File: src/rtl/bws_pkg.sv
package bws_pkg;

  // Access size codes on the internal side (log2 of bytes, minus one).
  typedef enum logic [1:0] {
    SZ_HALF  = 2'd0,
    SZ_WORD  = 2'd1,
    SZ_DWORD = 2'd2,
    SZ_DWALT = 2'd3
  } acc_size_e;

  // Effective size code: the spare code behaves as a 64-bit access.
  function automatic logic [1:0] eff_size(input logic [1:0] sz);
    return (sz == SZ_DWALT) ? SZ_DWORD : sz;
  endfunction

  // log2 of the number of external beats for a size on a port width.
  function automatic logic [1:0] lg_beats(input logic [1:0] sz, input logic wide);
    logic [1:0] s;
    logic [1:0] p;
    s = eff_size(sz);
    p = {1'b0, wide};
    return (s > p) ? (s - p) : 2'd0;
  endfunction

endpackage

File: src/rtl/bws_beat_ctrl.sv
module bws_beat_ctrl
  import bws_pkg::*;
#(
  parameter int AW  = 32,
  parameter int BCW = 2
) (
  input  logic          clk,
  input  logic          rst_n,
  input  logic          req_valid,
  input  logic          req_write,
  input  logic [1:0]    req_size,
  input  logic [AW-1:0] req_addr,
  input  logic          cfg_port_wide,
  input  logic          ext_ack,
  output logic          req_ready,
  output logic          accept,
  output logic          beat_fire,
  output logic          port_wide,
  output logic          ext_req,
  output logic          ext_we,
  output logic [AW-1:0] ext_addr,
  output logic          ext_lock,
  output logic          rsp_done
);

  logic           busy_q, busy_d;
  logic [BCW-1:0] beat_q, beat_d;
  logic [BCW-1:0] last_q, last_d;
  logic [AW-1:0]  base_q, base_d;
  logic           wide_q;
  logic           we_q;
  logic           done_q, done_d;
  logic           fin;

  // Next-state logic
  always_comb begin
    logic [1:0] lgb;
    int         lg_size;
    accept    = req_valid && !busy_q;
    beat_fire = busy_q && ext_ack;
    fin       = beat_fire && (beat_q == last_q);

    lgb     = lg_beats(req_size, cfg_port_wide);
    last_d  = BCW'((1 << lgb) - 1);
    lg_size = int'(eff_size(req_size)) + 1;
    for (int i = 0; i < AW; i++) begin
      base_d[i] = (i < lg_size) ? 1'b0 : req_addr[i];
    end

    busy_d = busy_q;
    beat_d = beat_q;
    if (accept) begin
      busy_d = 1'b1;
      beat_d = '0;
    end else if (fin) begin
      busy_d = 1'b0;
    end else if (beat_fire) begin
      beat_d = beat_q + BCW'(1);
    end
    done_d = fin;
  end

  // State registers
  always_ff @(posedge clk or negedge rst_n) begin
    if (!rst_n) begin
      busy_q <= 1'b0;
      beat_q <= '0;
      done_q <= 1'b0;
    end else begin
      busy_q <= busy_d;
      beat_q <= beat_d;
      done_q <= done_d;
    end
  end

  // Access descriptor, loaded only on acceptance
  always_ff @(posedge clk or negedge rst_n) begin
    if (!rst_n) begin
      last_q <= '0;
      base_q <= '0;
      wide_q <= 1'b0;
      we_q   <= 1'b0;
    end else if (accept) begin
      last_q <= last_d;
      base_q <= base_d;
      wide_q <= cfg_port_wide;
      we_q   <= req_write;
    end
  end

  assign req_ready = !busy_q;
  assign ext_req   = busy_q;
  assign ext_we    = we_q;
  assign ext_lock  = busy_q && (last_q != '0);
  assign rsp_done  = done_q;
  assign port_wide = wide_q;
  assign ext_addr  = base_q + (AW'(beat_q) << (wide_q ? 2 : 1));

endmodule

File: src/rtl/bws_lane_mux.sv
module bws_lane_mux #(
  parameter int IDW = 64,
  parameter int EDW = 32,
  parameter int I16W = 2
) (
  input  logic            clk,
  input  logic            rst_n,
  input  logic            accept,
  input  logic            beat_fire,
  input  logic            port_wide,
  input  logic            beat_we,
  input  logic [I16W-1:0] lane_idx,
  input  logic [IDW-1:0]  req_wdata,
  input  logic [EDW-1:0]  ext_rdata,
  output logic [EDW-1:0]  ext_wdata,
  output logic [IDW-1:0]  rsp_rdata
);

  localparam int NL16 = IDW / 16;
  localparam int NL32 = IDW / 32;
  localparam int I32W = I16W - 1;

  logic [IDW-1:0]  wdata_q;
  logic [15:0]     w16 [NL16];
  logic [31:0]     w32 [NL32];
  logic [I32W-1:0] half_idx;

  assign half_idx = lane_idx[I16W-1:1];

  always_ff @(posedge clk or negedge rst_n) begin
    if (!rst_n)      wdata_q <= '0;
    else if (accept) wdata_q <= req_wdata;
  end

  // Write steering
  for (genvar g = 0; g < NL16; g++) begin : g_w16
    assign w16[g] = wdata_q[g*16 +: 16];
  end
  for (genvar g = 0; g < NL32; g++) begin : g_w32
    assign w32[g] = wdata_q[g*32 +: 32];
  end

  assign ext_wdata = port_wide ? EDW'(w32[half_idx]) : EDW'(w16[lane_idx]);

  // Read assembly, one 16-bit lane per generate step
  for (genvar g = 0; g < NL16; g++) begin : g_asm
    logic [15:0] lane_q, lane_d;
    logic        hit;
    always_comb begin
      hit = port_wide ? (half_idx == I32W'(g / 2)) : (lane_idx == I16W'(g));
      lane_d = lane_q;
      if (accept)
        lane_d = '0;
      else if (beat_fire && !beat_we && hit)
        lane_d = port_wide ? ext_rdata[(g % 2)*16 +: 16] : ext_rdata[15:0];
    end
    always_ff @(posedge clk or negedge rst_n) begin
      if (!rst_n) lane_q <= '0;
      else        lane_q <= lane_d;
    end
    assign rsp_rdata[g*16 +: 16] = lane_q;
  end

endmodule

File: src/rtl/bus_width_splitter.sv
module bus_width_splitter #(
  parameter int AW  = 32,
  parameter int IDW = 64,
  parameter int EDW = 32
) (
  input  logic           clk,
  input  logic           rst_n,
  input  logic           req_valid,
  output logic           req_ready,
  input  logic           req_write,
  input  logic [1:0]     req_size,
  input  logic [AW-1:0]  req_addr,
  input  logic [IDW-1:0] req_wdata,
  input  logic           cfg_port_wide,
  output logic           rsp_done,
  output logic [IDW-1:0] rsp_rdata,
  output logic           ext_req,
  output logic           ext_we,
  output logic [AW-1:0]  ext_addr,
  output logic [EDW-1:0] ext_wdata,
  input  logic [EDW-1:0] ext_rdata,
  input  logic           ext_ack,
  output logic           ext_lock
);

  localparam int LIDX = $clog2(IDW / 8);
  localparam int I16W = LIDX - 1;
  localparam int BCW  = $clog2(IDW / 16);

  logic accept;
  logic beat_fire;
  logic port_wide;

  bws_beat_ctrl #(
    .AW  (AW),
    .BCW (BCW)
  ) u_ctrl (
    .clk           (clk),
    .rst_n         (rst_n),
    .req_valid     (req_valid),
    .req_write     (req_write),
    .req_size      (req_size),
    .req_addr      (req_addr),
    .cfg_port_wide (cfg_port_wide),
    .ext_ack       (ext_ack),
    .req_ready     (req_ready),
    .accept        (accept),
    .beat_fire     (beat_fire),
    .port_wide     (port_wide),
    .ext_req       (ext_req),
    .ext_we        (ext_we),
    .ext_addr      (ext_addr),
    .ext_lock      (ext_lock),
    .rsp_done      (rsp_done)
  );

  bws_lane_mux #(
    .IDW  (IDW),
    .EDW  (EDW),
    .I16W (I16W)
  ) u_lanes (
    .clk       (clk),
    .rst_n     (rst_n),
    .accept    (accept),
    .beat_fire (beat_fire),
    .port_wide (port_wide),
    .beat_we   (ext_we),
    .lane_idx  (ext_addr[LIDX-1:1]),
    .req_wdata (req_wdata),
    .ext_rdata (ext_rdata),
    .ext_wdata (ext_wdata),
    .rsp_rdata (rsp_rdata)
  );

endmodule

File: config.mk
export PLATFORM = sky130hd
export DESIGN_NAME = bus_width_splitter
export DESIGN_NICKNAME = d
export VERILOG_FILES = /design/src/rtl/bws_pkg.sv /design/src/rtl/bws_beat_ctrl.sv /design/src/rtl/bws_lane_mux.sv /design/src/rtl/bus_width_splitter.sv
export SDC_FILE = /design/constraint.sdc
export NUM_CORES = 1
export LEC_CHECK = 0
export ABC_AREA = 1
export CAP_MARGIN = 20
export CORE_MARGIN = 2
export CORE_UTILIZATION = 41
export CTS_BUF_LIST = sky130_fd_sc_hd__clkbuf_4
export CTS_CLUSTER_SIZE = 12
export DETAILED_ROUTE_END_ITERATION = 8
export PLACE_DENSITY = 0.69
export SLEW_MARGIN = 20
export SYNTH_ARGS = -nofsm -noshare
export SYNTH_HDL_FRONTEND = slang
export SYNTH_SLANG_ARGS = --single-unit
File: constraint.sdc
create_clock -name clk -period 3 [get_ports clk]
set_input_delay 0.6 -clock clk [delete_from_list [all_inputs] [get_ports clk]]
set_output_delay 0.6 -clock clk [all_outputs]
set_load 0.02 [all_outputs]
Word level (Yosys, flattened, before mapping)
Index checks and enable logic that the tools add are counted.

storage, ports and cells
  register bits = 168
  input bits = 136
  output and inout bits = 133
  word-level logic and storage cells = 143

cells by class
  add/subtract/negate cells = 5
  magnitude comparators = 35
  equal/unequal tests = 6
  shift-type cells = 2
  mux-type cells = 60
  bitwise logic cells = 3
  reductions and logical operators = 20

operator list
  cell                 count
  $lt 6x32->1 const A  16
  $lt 5x32->1 const A  8
  $mux 16              11
  $lt 4x32->1 const A  4
  $mux 32              4
  $lt 3x32->1 const A  2
  $mux 1               38
  $add 32x32->32       1
  $bmux 16 s2          1
  $lt 1x32->1 const A  1
  $lt 2x32->1 const A  1
  $shl 2x32->32        1
  $reduce_bool 2->1    7
  $mux 2               6
  $logic_and 1x1->1    9
  $eq 2x2->1 const B   3
  $add 2x1->3 const B  1
  $ge 3x3->1 const B   1
  $not 2->3            1
  $add 2x1->2 const B  1
  $eq 2x1->1 const B   1
  $eq 2x2->1           1
  $ge 2x2->1 const B   1
  $gt 2x1->1           1
  other kinds (9)      10

Longest topological paths before layout
Gate-level depths: netlist of run 1.

  word-level depth = 8
  depth in mapped cells = 15
  gate-level depth less buffers = 13

Cells and area by module
A second synthesis of run 1 with hierarchy kept.

unflattened totals
  cells, all modules = 1226
  area, all modules = 9006.1 sq um

by module, submodules not included
  module         times used  cells each  area an instance (sq um)  sequential area each (sq um)
  bws_lane_mux   1           797         6224.7                    3203.1
  bws_beat_ctrl  1           429         2781.4                    1001.0

Worst setup path before layout of run 1
No wires, ideal clock.

  path type = reg2out
  start point = register u_ctrl.wide_q, in the netlist u_ctrl.port_wide
  end point = output port ext_wdata[15]
  data arrival time = 2.381 ns
  required time = 2.400 ns
  slack = 0.019 ns
  cell stages (with the launch flop) = 13
  path buffers = 4
  path through = dfrtp_1 > buf_2 > inv_2 > buf_2 > o21ai_0 > ha_1 > inv_1 > nand2_1 > nand2_4 > buf_6 > buf_6 > nor2_1 > o31ai_1

on the way
  cells in the longest elaborated chain, start to end = 8
  elaborated cells between the ends (all ways) = 12
  classes of those cells = add/sub: 1; shift: 1; mux: 8; bitwise: 2

ends and longest elaborated chain
  what                                                                          RTL line                  source
  from (decl)                                                                   bws_beat_ctrl.sv:30       logic wide_q;
  from (signal assigned)                                                        bws_beat_ctrl.sv:86       wide_q <= cfg_port_wide;
  $mux 2                                                                        bws_beat_ctrl.sv:97       assign ext_addr = base_q + (AW'(beat_q) << (wide_q ? 2 : 1));
  $shl 2x32->32                                                                 bws_beat_ctrl.sv:97
  $add 32x32->32                                                                bws_beat_ctrl.sv:97
  $not 2->3 (implied by the code) / $not 1->2 (equally long branches)           bws_lane_mux.sv:43        assign ext_wdata = port_wide ? EDW'(w32[half_idx]) : EDW'(w16[lane_idx]);
  $bmux 16 s2 / $mux 32 (equally long branches)                                 bws_lane_mux.sv:43
  $mux 16 (implied by the code) / $mux 32 (equally long branches) (2 in a row)  bws_lane_mux.sv:43
  $mux 32 (*)                                                                   bws_lane_mux.sv:43
  to (decl)                                                                     bus_width_splitter.sv:20  output logic [EDW-1:0] ext_wdata,

Every way passes the cells marked *; elsewhere a longest branch is shown, timed or not. The select of a mux whose other input is x is not followed.

Worst setup path after layout of run 1
  start point = register u_ctrl.beat_q[0]
  end point = output port ext_wdata[5]

on the way
  cells in the longest elaborated chain, start to end = 7
  elaborated cells between the ends (all ways) = 11
  classes of those cells = add/sub: 1; shift: 1; mux: 7; bitwise: 2

ends and longest elaborated chain
  what                                                                          RTL line             source
  from (decl)                                                                   bws_beat_ctrl.sv:27  logic [BCW-1:0] beat_q, beat_d;
  from (signal assigned)                                                        bws_beat_ctrl.sv:71  beat_q <= beat_d;
  $shl 2x32->32 (*)                                                             bws_beat_ctrl.sv:97
  $add 32x32->32 (*)                                                            bws_beat_ctrl.sv:97
  $not 2->3 (implied by the code) / $not 1->2 (equally long branches)           bws_lane_mux.sv:43
  $bmux 16 s2 / $mux 32 (equally long branches)                                 bws_lane_mux.sv:43
  $mux 16 (implied by the code) / $mux 32 (equally long branches) (2 in a row)  bws_lane_mux.sv:43
  $mux 32 (*)                                                                   bws_lane_mux.sv:43

Marks and branches as above.

==> results of run 1 <==
## synth_stat cells, drive strengths merged
master / instances / area share
dfrtp: 168 / 0.47
ha: 7 / 0.0098
o211ai: 16 / 0.013
nor2: 99 / 0.044
nand3b: 8 / 0.0067
a21o: 1 / 0.00084
buf: 44 / 0.029
nand3: 97 / 0.054
clkbuf: 18 / 0.0077
nand2: 581 / 0.25
fa: 1 / 0.0022
o21ai: 96 / 0.054
o31ai: 2 / 0.0017
inv: 58 / 0.025
conb: 1 / 0.00042
nor3: 1 / 0.00056
xor2: 8 / 0.0078
a21oi: 19 / 0.012
nand4: 8 / 0.0056
xnor2: 5 / 0.0049
## where the power goes
group	switching, mW	internal [mW]	leakage [nW]
logic	5.86	4.42	4.17
clock network	0.967	0.382	0.152
registers	0.927	3.30	2.12
total	7.76	8.10	6.45
## metal layers
layer / GRT usage / part of all wire / up-vias
li1: - / - / 4511
met1: 0.384 / 0.44 / 4350
met2: 0.418 / 0.46 / 333
met3: 0.0461 / 0.060 / 64
met4: 0.0935 / 0.031 / 2
met5: 0 / 0.00051 / -
## timing repair
action | in CTS | in global routing
buffers inserted | 11 | 11
pin swaps | 24 | 38
hold endpoints to repair | 58 | 0
hold buffers | 1 | 0
setup endpoints to repair | 63 | 62
cloned | 4 | 2
resized for setup | 404 | 127
## how the worst max path moves through the flow
stage	start	end	slack, ns
final	u_ctrl.beat_q[0]$_DFFE_PN0P_	ext_wdata[5]	-0.26
after global routing	u_ctrl.port_wide$_DFFE_PN0P_	ext_wdata[5]	-0.40
after detailed placement	u_ctrl.port_wide$_DFFE_PN0P_	ext_addr[27]	-0.11
after global placement	u_ctrl.port_wide$_DFFE_PN0P_	ext_addr[27]	-0.13
after CTS	u_ctrl.beat_q[0]$_DFFE_PN0P_	ext_wdata[14]	-0.26
after floorplan	u_ctrl.port_wide$_DFFE_PN0P_	ext_wdata[15]	0.02
## cell families (layout without fill, tap and decap cells)
| family | count (synthesis) | after routing | synth area share |
|---|---|---|---|
| buf+inv | 120 | 423 | 0.0616 |
| flops | 168 | 168 | 0.471 |
| compound gates | 134 | 134 | 0.0817 |
| xor+xnor | 13 | 13 | 0.0128 |
| simple gates | 794 | 796 | 0.361 |
| fa+ha+maj | 8 | 8 | 0.0120 |
| other cells | 1 | 5 | 0.000420 |
## area by class of cell
cell class / count / area (µm²) / area share
antenna: 3 / 7.51 / 0.000570
clock buffer: 17 / 128 / 0.00969
clock inverter: 15 / 153 / 0.0116
inverter: 58 / 234 / 0.0178
multi-input combinational: 953 / 4750 / 0.361
sequential: 168 / 4210 / 0.319
tap: 275 / 344 / 0.0261
timing repair buffer: 333 / 3350 / 0.255
## critical path: cells and delay by family (launching register included)
family	cells	cell delay, ns
AO/OA/AOI/OAI	1	0.09
adder cells (fa/ha/maj)	1	0.61
buffers and inverters	4	0.50
flip-flops	1	0.42
AND/OR/NAND/NOR	6	0.46
## stage by stage
step / cells / utilization / area (µm²) / hold slack [ns]
final: 1822 / 0.621 / 13200 / 0.506
after detailed placement: 1762 / 0.569 / 12100 / 0.476
after global placement: 1762 / 0.569 / 12100 / 0.467
after floorplan: 1239 / - / 8930 / 0.304
after CTS: 1810 / 0.600 / 12700 / 0.462
after global routing: 1821 / 0.621 / 13200 / 0.456
## sequential cells by signal, summed over array words and instances (netlist names)
register and count:
u_ctrl.last_q 2, u_lanes.wdata_q 64, u_ctrl.base_q 32, u_ctrl.ext_req 1, u_lanes.g_asm.lane_q 64, u_ctrl.rsp_done 1
u_ctrl.port_wide 1, u_ctrl.ext_we 1, u_ctrl.beat_q 2
==> results.tsv, run 1 <==
metric	value	unit
max_cap viols	0	
antenna-violating nets left	0	
clk_lat worst skew	0.60	ns
pwr dens	1200	nW/µm²
clk root buf	clkbuf_4	
worst slack at placement	-0.107	ns
Slowest cell on crit path	fa_2	
number of H-tree levels	4	
Pins Over Slew Limit	0	
overflow left after global routing	0	
critical path class	reg -> out	
Rows	53	
Reg clk slew, reported paths	0.16	ns
I/O pins	269	
final setup margin	-0.264	ns
CTS tree	done	
drt initial violations	622	
WHS Endpoint	u_lanes.wdata_q[15]$_DFFE_PN0P_	
WP data arrival	2.66	ns
HPWL after detailed placement	22.1	mm
post-route total power	15.9	mW
FF-to-FF setup slack	0.37	ns
Syn-to-layout area delta	47.5	%
Req. time, crit path	2.40	ns
clock skew	0.0178	ns
WL final	31.2	mm
initial core utilization	0.421	
failing checks	negative setup slack	
min Tclk post-route	3.26	ns
nets@finish	1675	
status	finished, violations left	
most frequent cells in the layout	nand2_1 (497), clkdlybuf4s50_1 (203), dfrtp_1 (167)	
core area	21200	µm²
initial antenna violation count	3	
Yosys reg bits	168	
vias per inst	5.08	
CP max stage delay	0.61	ns
All-Layer GR Usage	0.270	
Mapped Avg Cell Area	7.21	µm²
Distinct cells, synth	32	
final setup fails	52	
Die ar.	23000	µm²
number of global-route vias before repair	8771	
cell repeated most along the worst path	nand2_1	
first-pass detailed-route iteration total	6	
number of fill cells	1931	
Worst Hold Path Cells	2	
Tcrit/Tclk final	1.09	
detailed-route DRC error count	0	
synth warn	0	
DIE WIDTH	152	µm
die height	152	µm
largest net degree at the start of global routing	88	
Slew HR	0.592	
R2R depth	12	
CP Max Fanout	6	
FMAX	0.306	GHz
share of cells above drive strength 1	0.192	
total clock sinks	168	
Pleak	6.45	nW
Hold WC Path Type	reg -> reg	
first-pass GRT wire length	47.4	mm
Bufs on Longest Clock Path	2	
worst hold start	u_lanes.wdata_q[15]$_DFFE_PN0P_	
commonest non-fill, non-tap cell in the layout	nand2_1	
Reg-to-Reg Start	u_ctrl.beat_q[0]$_DFFE_PN0P_	
post-route setup TNS	-6.56	ns
Critical Path Sink Type	output port	
Synth Cell Area	8930	µm²
RSZ-0062 raised after global routing	true	
Final Hold Fails	0	
Worst-Margin Slew	0.610	ns
cells after synthesis	1238	
GP Congestion	0.931	
port buffer count	267	
maximum vdd drop	656	µV
detailed-route via count	9260	
FF-to-FF End	u_lanes.g_asm[2].lane_q[10]$_DFFE_PN0P_	
CP startpoint kind	register	
Inserted Clock Buffers	17	
Cell Chain, Critical Path	inv_2, nor2_4, fa_2, buf_12, buf_4, nand2_1, o21ai_0, nand2_1, nand3_2, nand2_1, nand2_2, buf_6	
Seq/Total Area, Yosys	0.471	
Wirelength per Cell	17.1	µm
Note: power is estimated with default switching activity, not from simulation.
==> run 2: changes to the inputs <==
--- a/config.mk
+++ b/config.mk
@@ -5,14 +5,13 @@
 export SDC_FILE = /design/constraint.sdc
 export NUM_CORES = 1
 export LEC_CHECK = 0
-export ABC_AREA = 1
 export CAP_MARGIN = 20
 export CORE_MARGIN = 2
 export CORE_UTILIZATION = 41
 export CTS_BUF_LIST = sky130_fd_sc_hd__clkbuf_4
 export CTS_CLUSTER_SIZE = 12
 export DETAILED_ROUTE_END_ITERATION = 8
-export PLACE_DENSITY = 0.69
+export PLACE_DENSITY = 0.71
 export SLEW_MARGIN = 20
 export SYNTH_ARGS = -nofsm -noshare
 export SYNTH_HDL_FRONTEND = slang
==> run 2 against run 1 <==
Compared with the run above:
- sequential share of layout area rose by 2.4 points
- non-clock buffer count fell by 1
- the run still ends with negative setup slack left
- fmax fell by 4.4%
- combinational power fell by 10%
- wire length fell by 21%
- largest cell class is now registers
- worst setup slack got worse by 0.15 ns
- critical endpoint is now ext_wdata[13]
- hold slack got worse by 0.018 ns
- first-iteration DRC count fell by 55%
- cell area fell by 7.1%
- global-route usage fell by 3.6 points
- core utilization rose by 0.81 points
- clock-buffer cell count did not move
==> results.tsv, run 2 <==
metric	value	unit	change
status	finished, violations left		
CP Max Fanout	6		unchanged
clk_lat worst skew	0.56	ns	-0.04 ns
min Tclk post-route	3.41	ns	+0.149 ns
share of cells above drive strength 1	0.234		+0.0420
Mapped Avg Cell Area	9.35	µm²	+30%
WP data arrival	2.81	ns	+0.15 ns
most frequent cells after synthesis	nand2_1 (397), dfrtp_1 (168), a21oi_1 (36), mux2_2 (33), clkbuf_1 (31)		
Slew HR	0.440		-0.153
antenna-violating nets left	0		unchanged
Sw Pwr	6.23	mW	-20%
CP max stage delay	0.51	ns	-0.10 ns
Worst Hold Path Cells	2		unchanged
post-route setup TNS	-18.97	ns	-12.42 ns
cell repeated most along the worst path	buf_6		
FMAX	0.293	GHz	-4.4%
failing checks	negative setup slack		
GP Congestion	0.846		-9.2%
Comb power frac	0.631		-0.018
Worst-Margin Slew	0.832	ns	+0.222 ns
Distinct cells, synth	48		+50%
non-filler cells, final	1453		-20%
Placed Cells	1397		-21%
maximum vdd drop	648	µV	-1.3%
sequential share of power	0.275		+0.009
EDFF count, synth	0		unchanged
Clock power frac	0.094		+0.009
detailed-route DRC error count	0		unchanged
Final Hold Fails	0		unchanged
largest area contributor in the netlist	dfrtp_1		
Sw Share	0.424		-0.0651
Bufs on Longest Clock Path	2		unchanged
commonest non-fill, non-tap cell in the layout	nand2_1		
final setup fails	61		+17%
Die ar.	20900	µm²	-9.0%
largest net degree at the start of global routing	103		+17%
Tcrit/Tclk final	1.14		+0.0496
most frequent cells in the layout	nand2_1 (387), clkdlybuf4s50_1 (203), dfrtp_1 (167)		
Slowest cell on crit path	mux4_2		
clock skew	0.0226	ns	+0.00472 ns
detailed-route via count	7164		-23%
Post-synth ARST share	1.00		unchanged
Critical Path End	ext_wdata[13]		
HPWL after detailed placement	17.1	mm	-23%
FF-to-FF End	u_lanes.g_asm[1].lane_q[13]$_DFFE_PN0P_		
Critical Path Sink Type	output port		
nets@finish	1317		-21%
Hold WC Path Type	reg -> reg		
core area	19500	µm²	-8.3%
final instance area	12200	µm²	-7.1%
Reg clk slew, reported paths	0.14	ns	-0.02 ns
FF-to-FF setup slack	0.26	ns	-0.11 ns
final core area utilization	0.629		+0.00805
first-pass detailed-route iteration total	4		-2
initial antenna violation count	1		-2
cells after synthesis	867		-30%
Pleak	5.75	nW	-11%
DIE WIDTH	145	µm	-4.6%
CP startpoint kind	register		
total clock sinks	168		unchanged
R2R depth	12		unchanged
Inserted Clock Buffers	17		unchanged
overflow left after global routing	0		unchanged
Placed Area	11500	µm²	-4.5%
number of global-route vias before repair	7077		-19%
Cell Int Power	8.47	mW	+4.5%
vias per inst	4.93		-3.0%
Rows	51		-3.8%
port buffer count	267		unchanged
Seq/Total Area, Yosys	0.518		+0.0477
synth warn	0		unchanged
All-Layer GR Usage	0.234		-0.0359
Synth Cell Area	8110	µm²	-9.2%
RSZ-0062 raised after global routing	true		
WL final	24.6	mm	-21%
share of the synthesized area in the top cell type	0.518		+0.0477
I/O pins	269		unchanged
critical path class	reg -> out		
drt initial violations	282		-55%
top cells by area, synth	dfrtp_1 (52%), nand2_1 (18%), mux2_2 (4.6%), mux4_2 (4.4%), xnor2_1 (2.6%)		
Pins Over Slew Limit	0		unchanged
clk root buf	clkbuf_4		
number of fill cells	1628		-16%
ys flop type	dfrtp_1		
die height	145	µm	-4.6%
Cell Chain, Critical Path	mux2_4, ha_4, buf_6, xnor2_4, buf_6, buf_16, mux4_2, buf_6		
post-route total power	14.7	mW	-7.3%
max_cap viols	0		unchanged
Req. time, crit path	2.40	ns	about the same
number of H-tree levels	4		unchanged
Reg-to-Reg Start	u_ctrl.port_wide$_DFFE_PN0P_		
pwr dens	1200	nW/µm²	-0.23%
top flop regs	u_lanes.g_asm.lane_q (64), u_lanes.wdata_q (64), u_ctrl.base_q (32)		
CTS tree	done		
worst hold start	u_lanes.wdata_q[14]$_DFFE_PN0P_		
count leader, synth	nand2_1		
Syn-to-layout area delta	50.9	%	
final setup margin	-0.413	ns	-0.149 ns
Yosys reg bits	168		unchanged
initial core utilization	0.417		-0.00416
first-pass GRT wire length	37.7	mm	-20%
crit path launch	u_ctrl.port_wide$_DFFE_PN0P_		
Wirelength per Cell	17.0	µm	-0.91%
==> run 2: worst min-delay path by stage <==
stage	endpoint	slack, ns
CTS	u_lanes.wdata_q[32]$_DFFE_PN0P_	0.49
finish	u_lanes.wdata_q[14]$_DFFE_PN0P_	0.49
global placement	u_lanes.wdata_q[34]$_DFFE_PN0P_	0.45
detailed placement	u_lanes.wdata_q[43]$_DFFE_PN0P_	0.46
global route	u_lanes.wdata_q[35]$_DFFE_PN0P_	0.50
floorplan	u_ctrl.base_q[0]$_DFFE_PN0P_	0.30
==> run 2: worst max-delay path, delay by kind of cell (launching register included) <==
family / cells / cell delay [ns]
xor gates and xnor gates: 1 / 0.20
adders and majority gates: 1 / 0.22
buffers and inverters: 4 / 0.58
DFF: 1 / 0.45
muxes: 2 / 0.82
==> run 2: per-layer routing <==
metal	GRT usage	vias to the layer above	part of all wire
li1	-	3450	-
met1	0.311	3473	0.43
met2	0.386	203	0.49
met3	0.0417	38	0.049
met4	0.0843	0	0.029
met5	0	-	0
==> run 2: what timing repair did <==
action	4_1_cts	5_1_grt
resized for setup	369	50
cloned	3	1
endpoints found under the hold margin	49	0
setup buffers	10	9
pin swaps	6	39
hold buffers	1	0
endpoints found under the setup margin	63	61
==> run 2: through the flow <==
step / hold WS (ns) / setup slack, ns
after floorplan: 0.304 / -0.00604
after global placement: 0.452 / -0.535
after detailed placement: 0.457 / -0.500
after CTS: 0.490 / -0.463
after global routing: 0.505 / -0.539
final: 0.488 / -0.413
==> run 2: power by group through the flow <==
stage	registers (mW)	logic (mW)	clock network (mW)
2_1_floorplan	4.41	4.41	0
3_3_place_gp	4.03	8.22	0
3_5_place_dp	4.06	8.30	0
4_1_cts	4.02	9.19	1.43
5_1_grt	4.18	9.91	1.51
6_report	4.05	9.27	1.38
==> run 2: area by class of cell <==
| class | instances | area [µm²] | area share |
|---|---|---|---|
| inverters | 4 | 27.5 | 0.00225 |
| repair buffers | 332 | 3320 | 0.272 |
| well taps | 265 | 332 | 0.0271 |
| multi-input cells | 650 | 4050 | 0.331 |
| flip-flops and latches | 168 | 4210 | 0.344 |
| clock buffers | 17 | 128 | 0.0104 |
| diodes | 2 | 5.00 | 0.000409 |
| clock inverters | 15 | 165 | 0.0135 |
==> run 2: cell families after synthesis <==
logic type	synth area share
xor+xnor	0.0358
simple gates	0.239
flops	0.518
mux	0.110
other cells	0.000462
buf+inv	0.0290
fa+ha+maj	0.0133
compound gates	0.0542
